File: src/rtl/autobaud_pkg.sv
package autobaud_pkg;

   // Reset value of the captured glitch filter width
   localparam int unsigned AB_FILT_RESET = 16;

   // One accepted line transition, tagged with the level that just ended
   typedef struct packed {
      logic valid;
      logic ended_high;
   } ab_edge_t;

endpackage

File: src/rtl/ab_sync.sv
module ab_sync #(
   parameter int unsigned STAGES = 2
) (
   input  logic clk,
   input  logic rst_n,
   input  logic d,
   output logic q
);

   generate
      if (STAGES == 0) begin : g_pass
         assign q = d;
      end else begin : g_chain
         logic [STAGES-1:0] sh_q;
         always_ff @(posedge clk or negedge rst_n) begin
            if (!rst_n) begin
               sh_q <= '1;
            end else begin
               sh_q[0] <= d;
               for (int i = 1; i < int'(STAGES); i++) begin
                  sh_q[i] <= sh_q[i-1];
               end
            end
         end
         assign q = sh_q[STAGES-1];
      end
   endgenerate

endmodule

File: src/rtl/ab_glitch_filter.sv
module ab_glitch_filter
   import autobaud_pkg::*;
#(
   parameter int unsigned FILT_W = 8
) (
   input  logic              clk,
   input  logic              rst_n,
   input  logic              rx_s,
   input  logic [FILT_W-1:0] thr,
   output ab_edge_t          ev
);

   logic              level_q;
   logic [FILT_W-1:0] run_q;
   logic              differs;
   logic              accept;

   assign differs = (rx_s != level_q);
   assign accept  = differs && (run_q >= thr);

   // run_q counts consecutive samples that disagree with the accepted level
   always_ff @(posedge clk or negedge rst_n) begin
      if (!rst_n) begin
         level_q <= 1'b1;
         run_q   <= '0;
      end else if (!differs) begin
         run_q   <= '0;
      end else if (accept) begin
         level_q <= rx_s;
         run_q   <= '0;
      end else begin
         run_q   <= run_q + 1'b1;
      end
   end

   assign ev.valid      = accept;
   assign ev.ended_high = level_q;

endmodule

File: src/rtl/ab_pulse_min.sv
module ab_pulse_min
   import autobaud_pkg::*;
#(
   parameter int unsigned WIDTH_W = 20
) (
   input  logic               clk,
   input  logic               rst_n,
   input  logic               clr,
   input  ab_edge_t           ev,
   output logic [WIDTH_W-1:0] low_min,
   output logic [WIDTH_W-1:0] high_min
);

   localparam logic [WIDTH_W-1:0] W_MAX = '1;

   logic [WIDTH_W-1:0] wcnt_q;
   logic [WIDTH_W-1:0] lo_q;
   logic [WIDTH_W-1:0] hi_q;
   logic               primed_q;

   always_ff @(posedge clk or negedge rst_n) begin
      if (!rst_n) begin
         wcnt_q   <= '0;
         primed_q <= 1'b0;
         lo_q     <= W_MAX;
         hi_q     <= W_MAX;
      end else if (clr) begin
         wcnt_q   <= '0;
         primed_q <= 1'b0;
         lo_q     <= W_MAX;
         hi_q     <= W_MAX;
      end else if (ev.valid) begin
         primed_q <= 1'b1;
         wcnt_q   <= {{(WIDTH_W-1){1'b0}}, 1'b1};
         if (primed_q) begin
            if (ev.ended_high) begin
               if (wcnt_q < hi_q) hi_q <= wcnt_q;
            end else begin
               if (wcnt_q < lo_q) lo_q <= wcnt_q;
            end
         end
      end else if (wcnt_q != W_MAX) begin
         wcnt_q <= wcnt_q + 1'b1;
      end
   end

   assign low_min  = lo_q;
   assign high_min = hi_q;

endmodule

File: src/rtl/ab_edge_count.sv
module ab_edge_count
   import autobaud_pkg::*;
#(
   parameter int unsigned EDGE_W = 10
) (
   input  logic              clk,
   input  logic              rst_n,
   input  logic              clr,
   input  ab_edge_t          ev,
   output logic [EDGE_W-1:0] cnt
);

   localparam logic [EDGE_W-1:0] E_MAX = '1;

   logic [EDGE_W-1:0] cnt_q;

   always_ff @(posedge clk or negedge rst_n) begin
      if (!rst_n) begin
         cnt_q <= '0;
      end else if (clr) begin
         cnt_q <= '0;
      end else if (ev.valid && (cnt_q != E_MAX)) begin
         cnt_q <= cnt_q + 1'b1;
      end
   end

   assign cnt = cnt_q;

endmodule

File: src/rtl/autobaud_meas.sv
module autobaud_meas
   import autobaud_pkg::*;
#(
   parameter int unsigned FILT_W      = 8,
   parameter int unsigned WIDTH_W     = 20,
   parameter int unsigned EDGE_W      = 10,
   parameter int unsigned SYNC_STAGES = 2
) (
   input  logic               clk,
   input  logic               rst_n,
   input  logic               rxd_raw,
   input  logic               meas_en,
   input  logic [FILT_W-1:0]  filt_width,
   output logic [WIDTH_W-1:0] low_min,
   output logic [WIDTH_W-1:0] high_min,
   output logic [EDGE_W-1:0]  edge_cnt
);

   localparam logic [FILT_W-1:0] THR_RST = FILT_W'(AB_FILT_RESET);

   generate
      if (WIDTH_W < 2) begin : g_bad_width
         $error("autobaud_meas: WIDTH_W must be at least 2");
      end
      if (EDGE_W < 1) begin : g_bad_edge
         $error("autobaud_meas: EDGE_W must be at least 1");
      end
      if (FILT_W < 5) begin : g_bad_filt
         $error("autobaud_meas: FILT_W must hold the reset width");
      end
   endgenerate

   logic              rx_s;
   logic [FILT_W-1:0] thr_q;
   logic              clr;
   ab_edge_t          ev;

   assign clr = !meas_en;

   ab_sync #(.STAGES(SYNC_STAGES)) u_sync (
      .clk   (clk),
      .rst_n (rst_n),
      .d     (rxd_raw),
      .q     (rx_s)
   );

   // Filter width follows the input only while measurement is off
   always_ff @(posedge clk or negedge rst_n) begin
      if (!rst_n)       thr_q <= THR_RST;
      else if (!meas_en) thr_q <= filt_width;
   end

   ab_glitch_filter #(.FILT_W(FILT_W)) u_filt (
      .clk   (clk),
      .rst_n (rst_n),
      .rx_s  (rx_s),
      .thr   (thr_q),
      .ev    (ev)
   );

   ab_pulse_min #(.WIDTH_W(WIDTH_W)) u_min (
      .clk      (clk),
      .rst_n    (rst_n),
      .clr      (clr),
      .ev       (ev),
      .low_min  (low_min),
      .high_min (high_min)
   );

   ab_edge_count #(.EDGE_W(EDGE_W)) u_edges (
      .clk   (clk),
      .rst_n (rst_n),
      .clr   (clr),
      .ev    (ev),
      .cnt   (edge_cnt)
   );

endmodule

File: config.mk
export PLATFORM = sky130hd
export DESIGN_NAME = autobaud_meas
export DESIGN_NICKNAME = d
export VERILOG_FILES = /design/src/rtl/autobaud_pkg.sv /design/src/rtl/ab_sync.sv /design/src/rtl/ab_glitch_filter.sv /design/src/rtl/ab_pulse_min.sv /design/src/rtl/ab_edge_count.sv /design/src/rtl/autobaud_meas.sv
export SDC_FILE = /design/constraint.sdc
export NUM_CORES = 1
export LEC_CHECK = 0
export CAP_MARGIN = 20
export CORE_ASPECT_RATIO = 0.75
export CORE_UTILIZATION = 64
export CTS_CLUSTER_DIAMETER = 40
export DETAILED_ROUTE_END_ITERATION = 8
export DONT_BUFFER_PORTS = 1
export PLACE_DENSITY = 0.8
export SKIP_LAST_GASP = 1
export SYNTH_ARGS = -nofsm -noshare
export SYNTH_HDL_FRONTEND = slang
export SYNTH_HIERARCHICAL = 1
export SYNTH_SLANG_ARGS = --single-unit
File: constraint.sdc
create_clock -name clk -period 4.19 [get_ports clk]
set_input_delay 0.6285 -clock clk [delete_from_list [all_inputs] [get_ports clk]]
set_output_delay 0.6285 -clock clk [all_outputs]
set_load 0.03 [all_outputs]
==> impl_metrics.env, run 1 <==
export IMPL_outcome="finished, final reports clean"
export IMPL_drt_iter0_drc=215
export IMPL_grt_ovfl_total=0
export IMPL_holdCritPathClass="input port to asynchronous set/reset pin"
export IMPL_grt_pass1_vias=3820
export IMPL_clkSlewWorstSetupHoldPaths_ps=90
export IMPL_io_buffer_count=0
export IMPL_setup_violations=0
export IMPL_cts_buffer_depth=2
export IMPL_drc=0
export IMPL_final_util_pct=70.41
export IMPL_gp_congestion=0.8157
export IMPL_placed_cell_area_mm2=0.005375
export IMPL_htreeDepth=3
export IMPL_tightest_slew_ps=697.3
export IMPL_synth_edff_count=0
export IMPL_critPathTopFamily="simple AND/OR/NAND/NOR gates"
export IMPL_clock_sinks=90
export IMPL_tns_ps=0
export IMPL_ctsResizeCount=0
export IMPL_synth_nets=598
export IMPL_drive_above_1_share_pct=16.02
export IMPL_vias=3834
export IMPL_die_w_um=106.9
export IMPL_yosys_warnings=6
export IMPL_root_buffer="clkbuf_8"
export IMPL_fill_cells=584
export IMPL_maxCapViolCount=0
export IMPL_num_antenna_cells=0
export IMPL_netlist_area_mm2=0.005285
export IMPL_end_kind="flop"
export IMPL_ys_seq_area_share_pct=43.66
export IMPL_die_height_um=80.70
export IMPL_critPathMaxStageDelay_ps=440
export IMPL_arrival_ps=3680
export IMPL_r2r_end="u_min/wcnt_q[9]"
export IMPL_cts_hold_buf=1
export IMPL_period_needed_ps=3426
export IMPL_required_ps=4440
export IMPL_finalInstanceArea_mm2=0.005599
export IMPL_syn_avg_cell_area_um2=9.842
export IMPL_period_share_pct=81.78
export IMPL_max_freq_mhz=291.8
export IMPL_startpoint_type="flop"
export IMPL_io_pins=62
export IMPL_finClkSkew_ps=12.13
export IMPL_viasPerCell=5.917
export IMPL_synth_area_leaders="dfstp_2, dfrtp_1, ha_1, mux2i_1, nor2_1"
export IMPL_dp_hpwl_um=7668
export IMPL_coreArea_mm2=0.007953
export IMPL_grt_pass1_wl_um=18420
export IMPL_drtAntennaViolNets=0
export IMPL_first_pass_iters=6
export IMPL_critPathSlowestCell="dfrtp_1"
export IMPL_synth_ff_type="dfrtp_1"
export IMPL_powerDensity_mw_per_mm2=299.6
export IMPL_yosysTopAreaCell="dfstp_2"
export IMPL_synth_top_cell_area_share_pct=21.88
export IMPL_r2r_setup_slack_ps=760
export IMPL_crit_chain="inv_1, ha_1, nand2b_4, a2111o_1, a21oi_1, nor2_1, buf_4, or2_1, buf_4, nor4_4, and2_1, nor3b_1, xnor2_1, nor2_1"
export IMPL_async_flop_share_pct=100.0
export IMPL_wirelength_um=10910
export IMPL_die_area_mm2=0.008629
export IMPL_rsz0062_at_grt="false"
export IMPL_initial_core_util_pct=66.46
export IMPL_worst_path_buf_inv=3
export IMPL_ys_ff_latch=90
export IMPL_nets=599
export IMPL_timing_hold_ws_ps=105.0
export IMPL_max_vdd_ir_drop_v=0.0001610
export IMPL_wl_per_cell_um=16.83
export IMPL_synth_distinct_cells=54
export IMPL_cellLeakagePower_nw=2.786
export IMPL_hold_viol_final=0
export IMPL_cts_inserted_buffers=9
export IMPL_rr_startpoint="u_filt/run_q[0]"
export IMPL_synth_cells=537
export IMPL_grt_max_degree=74
export IMPL_criticalPathCategory="flop to flop"
export IMPL_cts_tree="done"
export IMPL_reg2reg_depth=14
export IMPL_post_cts_buffers=0
export IMPL_yosys_top_cells_count="nor2_1, inv_1, ha_1, dfrtp_1, dfstp_2"
export IMPL_rows=28
export IMPL_maxSlewViolCount=0
export IMPL_antenna_found_initial=0
export IMPL_crit_fanout=17
export IMPL_insertion_delay_ps=360
export IMPL_relSlewSlack_pct=53.51
export IMPL_yosysMostFrequentCell="nor2_1"
export IMPL_area_growth_pct=5.942
export IMPL_grt_usage_pct=27.58
flip-flops by register name, summed over array words and instances, names as in the netlist:
| name | flops |
|---|---|
| u_min/high_min | 20 |
| u_min/low_min | 20 |
| u_min/wcnt_q | 20 |
| thr_q | 8 |
| u_filt/run_q | 8 |
| u_sync/g_chain.sh_q | 2 |
| u_min/primed_q | 1 |
| u_filt/level_q | 1 |
| u_edges/cnt | 10 |
cell usage in the layout (no fill, tap or decap), types with 10 or more instances in the layout:
master / Yosys / routed
ha_1: 49 / 49
nor2_1: 106 / 106
nand2_1: 22 / 22
nand3_1: 21 / 21
xnor2_1: 11 / 11
a21oi_1: 21 / 21
dfstp_2: 44 / 44
inv_1: 54 / 53
dfrtp_1: 46 / 46
clkbuf_8: 0 / 10
xor2_1: 10 / 10
mux2i_1: 42 / 42
cell type report:
class / instances / area (um2) / share of cell area [%]
clock inverter: 4 / 51.30 / 0.9162
multi-input combinational: 375 / 2681 / 47.89
clock buffer: 12 / 145.1 / 2.592
timing repair buffer: 8 / 80.08 / 1.430
tap: 105 / 131.4 / 2.346
inverter: 54 / 202.7 / 3.620
sequential: 90 / 2307 / 41.21
worst register-to-register path, stage by stage (launching register included):
cell,delay [ps]
dfrtp_1,440
inv_1,70
ha_1,270
nand2b_4,140
a2111o_1,430
a21oi_1,200
nor2_1,60
buf_4,170
or2_1,210
buf_4,200
nor4_4,440
and2_1,350
nor3b_1,110
xnor2_1,170
nor2_1,60
metrics by stage:
step           power (W)  instances  setup slack [ps]
6_report        0.001677        648             763.6
3_5_place_dp    0.001085        631             789.8
5_1_grt         0.001748        648             553.6
4_1_cts         0.001691        648             783.3
3_3_place_gp    0.001072        631             977.9
2_1_floorplan   0.001058        537              1215
per-layer routing:
metal / wire (um) / GRT usage [%]
met4: 167 / 8.767
met5: 0 / 0
met3: 793 / 7.224
met1: 4987 / 38.00
met2: 4958 / 42.77
where the power goes:
| part | internal (W) | switching [W] |
|---|---|---|
| Sequential | 0.000900 | 0.0000329 |
| Clock | 0.000293 | 0.000303 |
| Combinational | 0.0000682 | 0.0000799 |
cell families (layout without fill, tap and decap cells):
logic type | after synthesis | in the layout | share of synthesized area [%]
compound gates | 58 | 58 | 7.197
xor+xnor | 21 | 21 | 3.480
fa+ha+maj | 49 | 49 | 11.60
buf+inv | 72 | 78 | 5.942
flops | 90 | 90 | 43.66
mux | 51 | 51 | 10.44
simple gates | 196 | 196 | 17.68
worst max-delay path by stage:
stage               cells after the start  slack, ps       startpoint                to
floorplan                              14       1220  u_filt/run_q[0]  u_min/wcnt_q[13]
global placement                       14        980  u_filt/run_q[0]   u_min/wcnt_q[5]
detailed placement                     14        790  u_filt/run_q[0]   u_min/wcnt_q[9]
CTS                                    14        780  u_filt/run_q[0]   u_min/wcnt_q[9]
global route                           14        550  u_filt/run_q[0]   u_min/wcnt_q[3]
finish                                 14        760  u_filt/run_q[0]   u_min/wcnt_q[9]
Power figures use the tool's default switching activity.
==> run 2, diff against run 1 <==
==> constraint.sdc (replaced) <==
create_clock -name clk -period 3.45 [get_ports clk]
set_input_delay 0.5175 -clock clk [delete_from_list [all_inputs] [get_ports clk]]
set_output_delay 0.5175 -clock clk [all_outputs]
set_load 0.03 [all_outputs]
==> run 2 against run 1 <==
Count of clock-buffer cells in the layout fell by 2; highest routed layer unchanged; sequential power is 21% higher; non-clock buffer count did not move; global-route usage fell by 0.91 points; maximum frequency increased by 12%; die area is the same; wire length decreased by 1.3%; clock power rose by 27%; critical endpoint unchanged; critical path type unchanged.
==> impl_metrics.env, run 2 (same netlist as run 1, synthesis figures left out) <==
export IMPL_outcome="finished, final reports clean"
export IMPL_r2r_setup_slack_ps=380
export IMPL_initial_core_util_pct=66.46
export IMPL_insertion_delay_ps=370
export IMPL_clock_sinks=90
export IMPL_reg2reg_depth=12
export IMPL_dp_hpwl_um=7580
export IMPL_drc=0
export IMPL_grt_pass1_wl_um=17760
export IMPL_die_height_um=80.70
export IMPL_post_cts_buffers=0
export IMPL_coreArea_mm2=0.007953
export IMPL_final_cell_mix="nor2_1, inv_1, ha_1"
export IMPL_arrival_ps=3320
export IMPL_grt_ovfl_total=0
export IMPL_power_share_clock_pct=36.5
export IMPL_grt_usage_pct=26.67
export IMPL_io_pins=62
export IMPL_required_ps=3700
export IMPL_nets=599
export IMPL_area_growth_pct=6.463
export IMPL_seqPwrFrac_pct=54.5
export IMPL_finClkSkew_ps=17.33
export IMPL_comb_power_share_pct=9.0
export IMPL_powerDensity_mw_per_mm2=369.5
export IMPL_end_kind="flop"
export IMPL_fill_cells=611
export IMPL_pre_cts_slack_ps=401.5
export IMPL_die_w_um=106.9
export IMPL_gp_congestion=0.8493
export IMPL_clkSlewWorstSetupHoldPaths_ps=100
export IMPL_multi_input_area_mm2=0.002681
export IMPL_vias=3772
export IMPL_rsz0062_at_grt="false"
export IMPL_grt_max_degree=87
export IMPL_htreeDepth=3
export IMPL_cts_inserted_buffers=9
export IMPL_wl_per_cell_um=16.61
export IMPL_p_switching_w=0.0005406
export IMPL_wirelength_um=10760
export IMPL_rows=28
export IMPL_internal_power_w=0.001538
export IMPL_layout_commonest_cell="nor2_1"
export IMPL_max_freq_mhz=325.8
export IMPL_first_pass_iters=4
export IMPL_criticalPathCategory="flop to flop"
export IMPL_relSlewSlack_pct=48.29
export IMPL_holdCritPathClass="input port to asynchronous set/reset pin"
export IMPL_maxCapViolCount=0
export IMPL_drt_iter0_drc=224
export IMPL_root_buffer="clkbuf_8"
export IMPL_max_vdd_ir_drop_v=0.0002281
export IMPL_antenna_found_initial=0
export IMPL_period_share_pct=88.97
export IMPL_viasPerCell=5.821
export IMPL_cts_buffer_depth=2
export IMPL_drtAntennaViolNets=0
export IMPL_r2r_end="u_min/wcnt_q[9]"
export IMPL_startpoint_type="flop"
export IMPL_maxSlewViolCount=0
export IMPL_final_setup_worst_slack_ps=380.6
export IMPL_die_area_mm2=0.008629
export IMPL_crit_fanout=8
export IMPL_seq_area_mm2=0.002307
export IMPL_switching_share_pct=26.00
export IMPL_hold_viol_final=0
export IMPL_placed_cell_area_mm2=0.005380
export IMPL_drive_above_1_share_pct=16.21
export IMPL_final_util_pct=70.75
export IMPL_tightest_slew_ps=764.9
export IMPL_setup_violations=0
export IMPL_period_needed_ps=3069
export IMPL_grt_pass1_vias=3729
export IMPL_num_antenna_cells=0
export IMPL_finalInstanceArea_mm2=0.005627
export IMPL_cellLeakagePower_nw=2.791
export IMPL_tns_ps=0
export IMPL_io_buffer_count=0
export IMPL_cts_tree="done"
export IMPL_rr_startpoint="u_filt/run_q[0]"
[run 2: cell count changes in the layout (fill, tap and decap cells not counted)]
cell           previous run  this run
buf_12                    0         1
buf_4                     7         5
clkbuf_1                  2         0
clkinv_2                  1         0
clkinv_4                  1         0
clkinvlp_4                1         2
dlygate4sd3_1             0         1
inv_6                     0         3
[run 2: power by group through the flow]
| stage | clock network, W | logic [W] | registers [W] |
|---|---|---|---|
| 6_report | 0.000759 | 0.000186 | 0.00113 |
| 5_1_grt | 0.000821 | 0.000215 | 0.00114 |
| 3_3_place_gp | 0 | 0.000153 | 0.00115 |
| 3_5_place_dp | 0 | 0.000163 | 0.00115 |
| 2_1_floorplan | 0 | 0.000147 | 0.00114 |
| 4_1_cts | 0.000782 | 0.000189 | 0.00113 |
[run 2: layout make-up]
type	instances	share of cell area [%]
inverters	54	3.602
clock buffers	10	2.446
multi-input cells	375	47.65
clock inverters	6	1.268
well taps	105	2.335
flip-flops and latches	90	41.01
repair buffers	8	1.690
[run 2: layer usage]
metal | track usage, % | vias up | routed length [um]
met2 | 42.19 | 86 | 4988
met5 | 0 | - | 0
li1 | - | 1832 | -
met3 | 6.088 | 14 | 528
met4 | 8.630 | 0 | 150
met1 | 36.55 | 1840 | 5095
[run 2: worst max-delay path by stage]
| stage | startpoint | to | slack, ps | cells after the start |
|---|---|---|---|---|
| 2_1_floorplan | u_filt/run_q[0] | u_min/wcnt_q[13] | 480 | 14 |
| 3_3_place_gp | u_filt/run_q[0] | u_min/wcnt_q[9] | 530 | 12 |
| 3_5_place_dp | u_filt/run_q[0] | u_min/wcnt_q[9] | 400 | 12 |
| 4_1_cts | u_filt/run_q[0] | u_min/wcnt_q[9] | 380 | 12 |
| 5_1_grt | u_filt/run_q[0] | u_min/wcnt_q[3] | 140 | 12 |
| 6_report | u_filt/run_q[0] | u_min/wcnt_q[9] | 380 | 12 |
[run 2: per-stage QoR]
step | power, W | instances | hold slack (ps)
CTS | 0.002104 | 648 | 55.46
floorplan | 0.001285 | 537 | 221.9
global route | 0.002175 | 648 | 51.38
detailed placement | 0.001314 | 630 | 224.1
global placement | 0.001301 | 630 | 224.3
finish | 0.002079 | 648 | 36.66
[run 2: worst max-delay path, stage by stage (launching register included)]
cell and delay, ps:
dfrtp_1 450, inv_1 70, ha_1 280, nand2b_4 140, a2111o_1 420, a21oi_1 190, nor2_1 90, or2_1 260
nor4_4 410, and2_1 350, nor3b_1 110, xnor2_1 140, nor2_1 50
[run 2: what timing repair did]
action | in CTS | in global routing
hold endpoints to repair | 86 | 0
gates resized for setup | 0 | 0
hold buffers | 2 | 0
==> run 3, diff against run 2 <==
==> constraint.sdc (replaced) <==
create_clock -name clk -period 3.45 [get_ports clk]
set_input_delay 0.5175 -clock clk [delete_from_list [all_inputs] [get_ports clk]]
set_output_delay 0.5175 -clock clk [all_outputs]
set_load 0.005 [all_outputs]
==> run 3 against run 2 <==
Via count rose by 1.4%; the flow now finishes with violations (hold timing); worst setup slack worse by 170 ps; clock skew down 3.3 ps; wire length is 0.26% higher; global-route usage is 0.15 points higher; total power grew 3.2%; cell area increased by 0.73%; register-to-register slack worse by 170 ps; sequential power barely moved; core utilization increased by 0.52 points.
==> impl_metrics.env, run 3 (same netlist as run 1, synthesis figures left out) <==
export IMPL_antenna_found_initial=0
export IMPL_clock_sinks=90
export IMPL_first_pass_iters=4
export IMPL_crit_chain="inv_1, ha_1, nand2b_4, a2111o_1, a21oi_1, nor2_1, or2_1, nor4_4, a211oi_2, and3_1, xnor2_1, nor2_1"
export IMPL_failed_checks="hold timing"
export IMPL_drt_iter0_drc=214
export IMPL_setup_violations=0
export IMPL_max_vdd_ir_drop_v=0.0002016
export IMPL_wl_met2_um=4923
export IMPL_final_cell_mix="nor2_1, inv_1, ha_1"
export IMPL_holdCritPathClass="input port to asynchronous set/reset pin"
export IMPL_timing_hold_ws_ps=-0.2775
export IMPL_rsz0062_at_grt="false"
export IMPL_crit_fanout=6
export IMPL_max_freq_mhz=308.4
export IMPL_criticalPathCategory="flop to flop"
export IMPL_coreArea_mm2=0.007953
export IMPL_cpMostUsedCell="nor2_1"
export IMPL_finClkSkew_ps=14.04
export IMPL_relSlewSlack_pct=53.99
export IMPL_drc=0
export IMPL_rows=28
export IMPL_arrival_ps=3470
export IMPL_required_ps=3680
export IMPL_vias=3826
export IMPL_reg2reg_depth=12
export IMPL_outcome="finished with violations"
export IMPL_place_inst=630
export IMPL_end_kind="flop"
export IMPL_htreeDepth=3
export IMPL_io_pins=62
export IMPL_gp_congestion=0.8354
export IMPL_nets=600
export IMPL_die_w_um=106.9
export IMPL_final_instance_count_excl_fill=649
export IMPL_insertion_delay_ps=350
export IMPL_area_growth_pct=7.244
export IMPL_clkSlewWorstSetupHoldPaths_ps=90
export IMPL_die_height_um=80.70
export IMPL_layout_commonest_cell="nor2_1"
export IMPL_cts_tree="done"
export IMPL_final_util_pct=71.27
export IMPL_drtAntennaViolNets=0
export IMPL_initial_core_util_pct=66.46
export IMPL_r2r_end="u_min/wcnt_q[13]"
export IMPL_grt_pass1_wl_um=17960
export IMPL_io_buffer_count=0
export IMPL_die_area_mm2=0.008629
export IMPL_grt_ovfl_total=0
export IMPL_period_share_pct=93.99
export IMPL_num_antenna_cells=0
export IMPL_maxSlewViolCount=0
export IMPL_cts_inserted_buffers=9
export IMPL_root_buffer="clkbuf_8"
export IMPL_cts_buffer_depth=2
export IMPL_period_needed_ps=3243
export IMPL_tightest_slew_ps=690.2
export IMPL_dp_hpwl_um=7362
export IMPL_dr_wl_met3_um=602
export IMPL_grt_usage_pct=26.82
export IMPL_top_layer="met4"
export IMPL_tns_ps=0
export IMPL_wirelength_um=10790
export IMPL_viasPerCell=5.895
export IMPL_cellLeakagePower_nw=2.809
export IMPL_worst_path_buf_inv=1
export IMPL_grt_max_degree=74
export IMPL_powerDensity_mw_per_mm2=378.7
export IMPL_critPathSlowestCell="nor4_4"
export IMPL_grt_pass1_vias=3672
export IMPL_wl_per_cell_um=16.63
export IMPL_r2r_setup_slack_ps=210
export IMPL_wl_met1_um=5153
export IMPL_rr_startpoint="u_filt/run_q[0]"
export IMPL_startpoint_type="flop"
export IMPL_maxCapViolCount=0
export IMPL_drive_above_1_share_pct=16.18
export IMPL_critPathTopFamily="simple AND/OR/NAND/NOR gates"
export IMPL_fill_cells=588
export IMPL_hold_viol_final=1
export IMPL_critPathMaxStageDelay_ps=450
## run 3: changes by cell type in the layout (fill, tap and decap cells not counted), sizes merged
cell    delta
buf        +1
bufinv     +1
clkbuf     +2
inv        -3
## run 3: routing by layer
layer,track usage [%],vias up
met1,37.15,1895
met3,7.549,12
met4,5.616,0
li1,-,1833
met2,42.32,86
met5,0,-
## run 3: worst max path at each step
stage / slack, ps / end / from / depth (start not counted)
5_1_grt: 20 / u_min/wcnt_q[5] / u_filt/run_q[0] / 12
2_1_floorplan: 480 / u_min/wcnt_q[13] / u_filt/run_q[0] / 14
3_3_place_gp: 490 / u_min/wcnt_q[5] / u_filt/run_q[0] / 12
6_report: 210 / u_min/wcnt_q[13] / u_filt/run_q[0] / 12
3_5_place_dp: 300 / u_min/wcnt_q[5] / u_filt/run_q[0] / 12
4_1_cts: 240 / u_min/wcnt_q[13] / u_filt/run_q[0] / 12
## run 3: final cells by class
cell class / instances / area (um2) / area share [%]
multi-input cells: 375 / 2681 / 47.31
flip-flops and latches: 90 / 2307 / 40.71
inverters: 54 / 202.7 / 3.576
clock buffers: 12 / 155.1 / 2.737
well taps: 105 / 131.4 / 2.318
repair buffers: 9 / 115.1 / 2.031
clock inverters: 4 / 75.07 / 1.325
## run 3: worst register-to-register path, cell delays in order (launching register included)
cell and delay, ps:
dfrtp_1 430, inv_1 70, ha_1 270, nand2b_4 130
a2111o_1 410, a21oi_1 200, nor2_1 150, or2_1 280
nor4_4 450, a211oi_2 200, and3_1 250, xnor2_1 200
nor2_1 80
## run 3: power by group
part           leakage, nW  switching (W)  internal [W]
logic                 1.62       0.000105     0.0000851
registers             1.08      0.0000391       0.00109
clock network        0.109       0.000375      0.000448
total                 2.81       0.000519       0.00163
## run 3: repair_timing
| item | CTS | global route |
|---|---|---|
| endpoints found under the setup margin | 0 | 0 |
| hold endpoints to repair | 57 | 22 |
| buffers inserted | 0 | 0 |
| gates resized for setup | 0 | 0 |
| hold buffers | 2 | 1 |
## run 3: per-stage QoR
step | setup WS (ps) | power [W] | cell area, um2
after CTS | 237.0 | 0.002151 | 5648
after floorplan | 475.0 | 0.001284 | 5285
final | 207.2 | 0.002146 | 5668
after global placement | 488.7 | 0.001301 | 5380
after detailed placement | 297.2 | 0.001312 | 5380
after global routing | 21.18 | 0.002232 | 5668
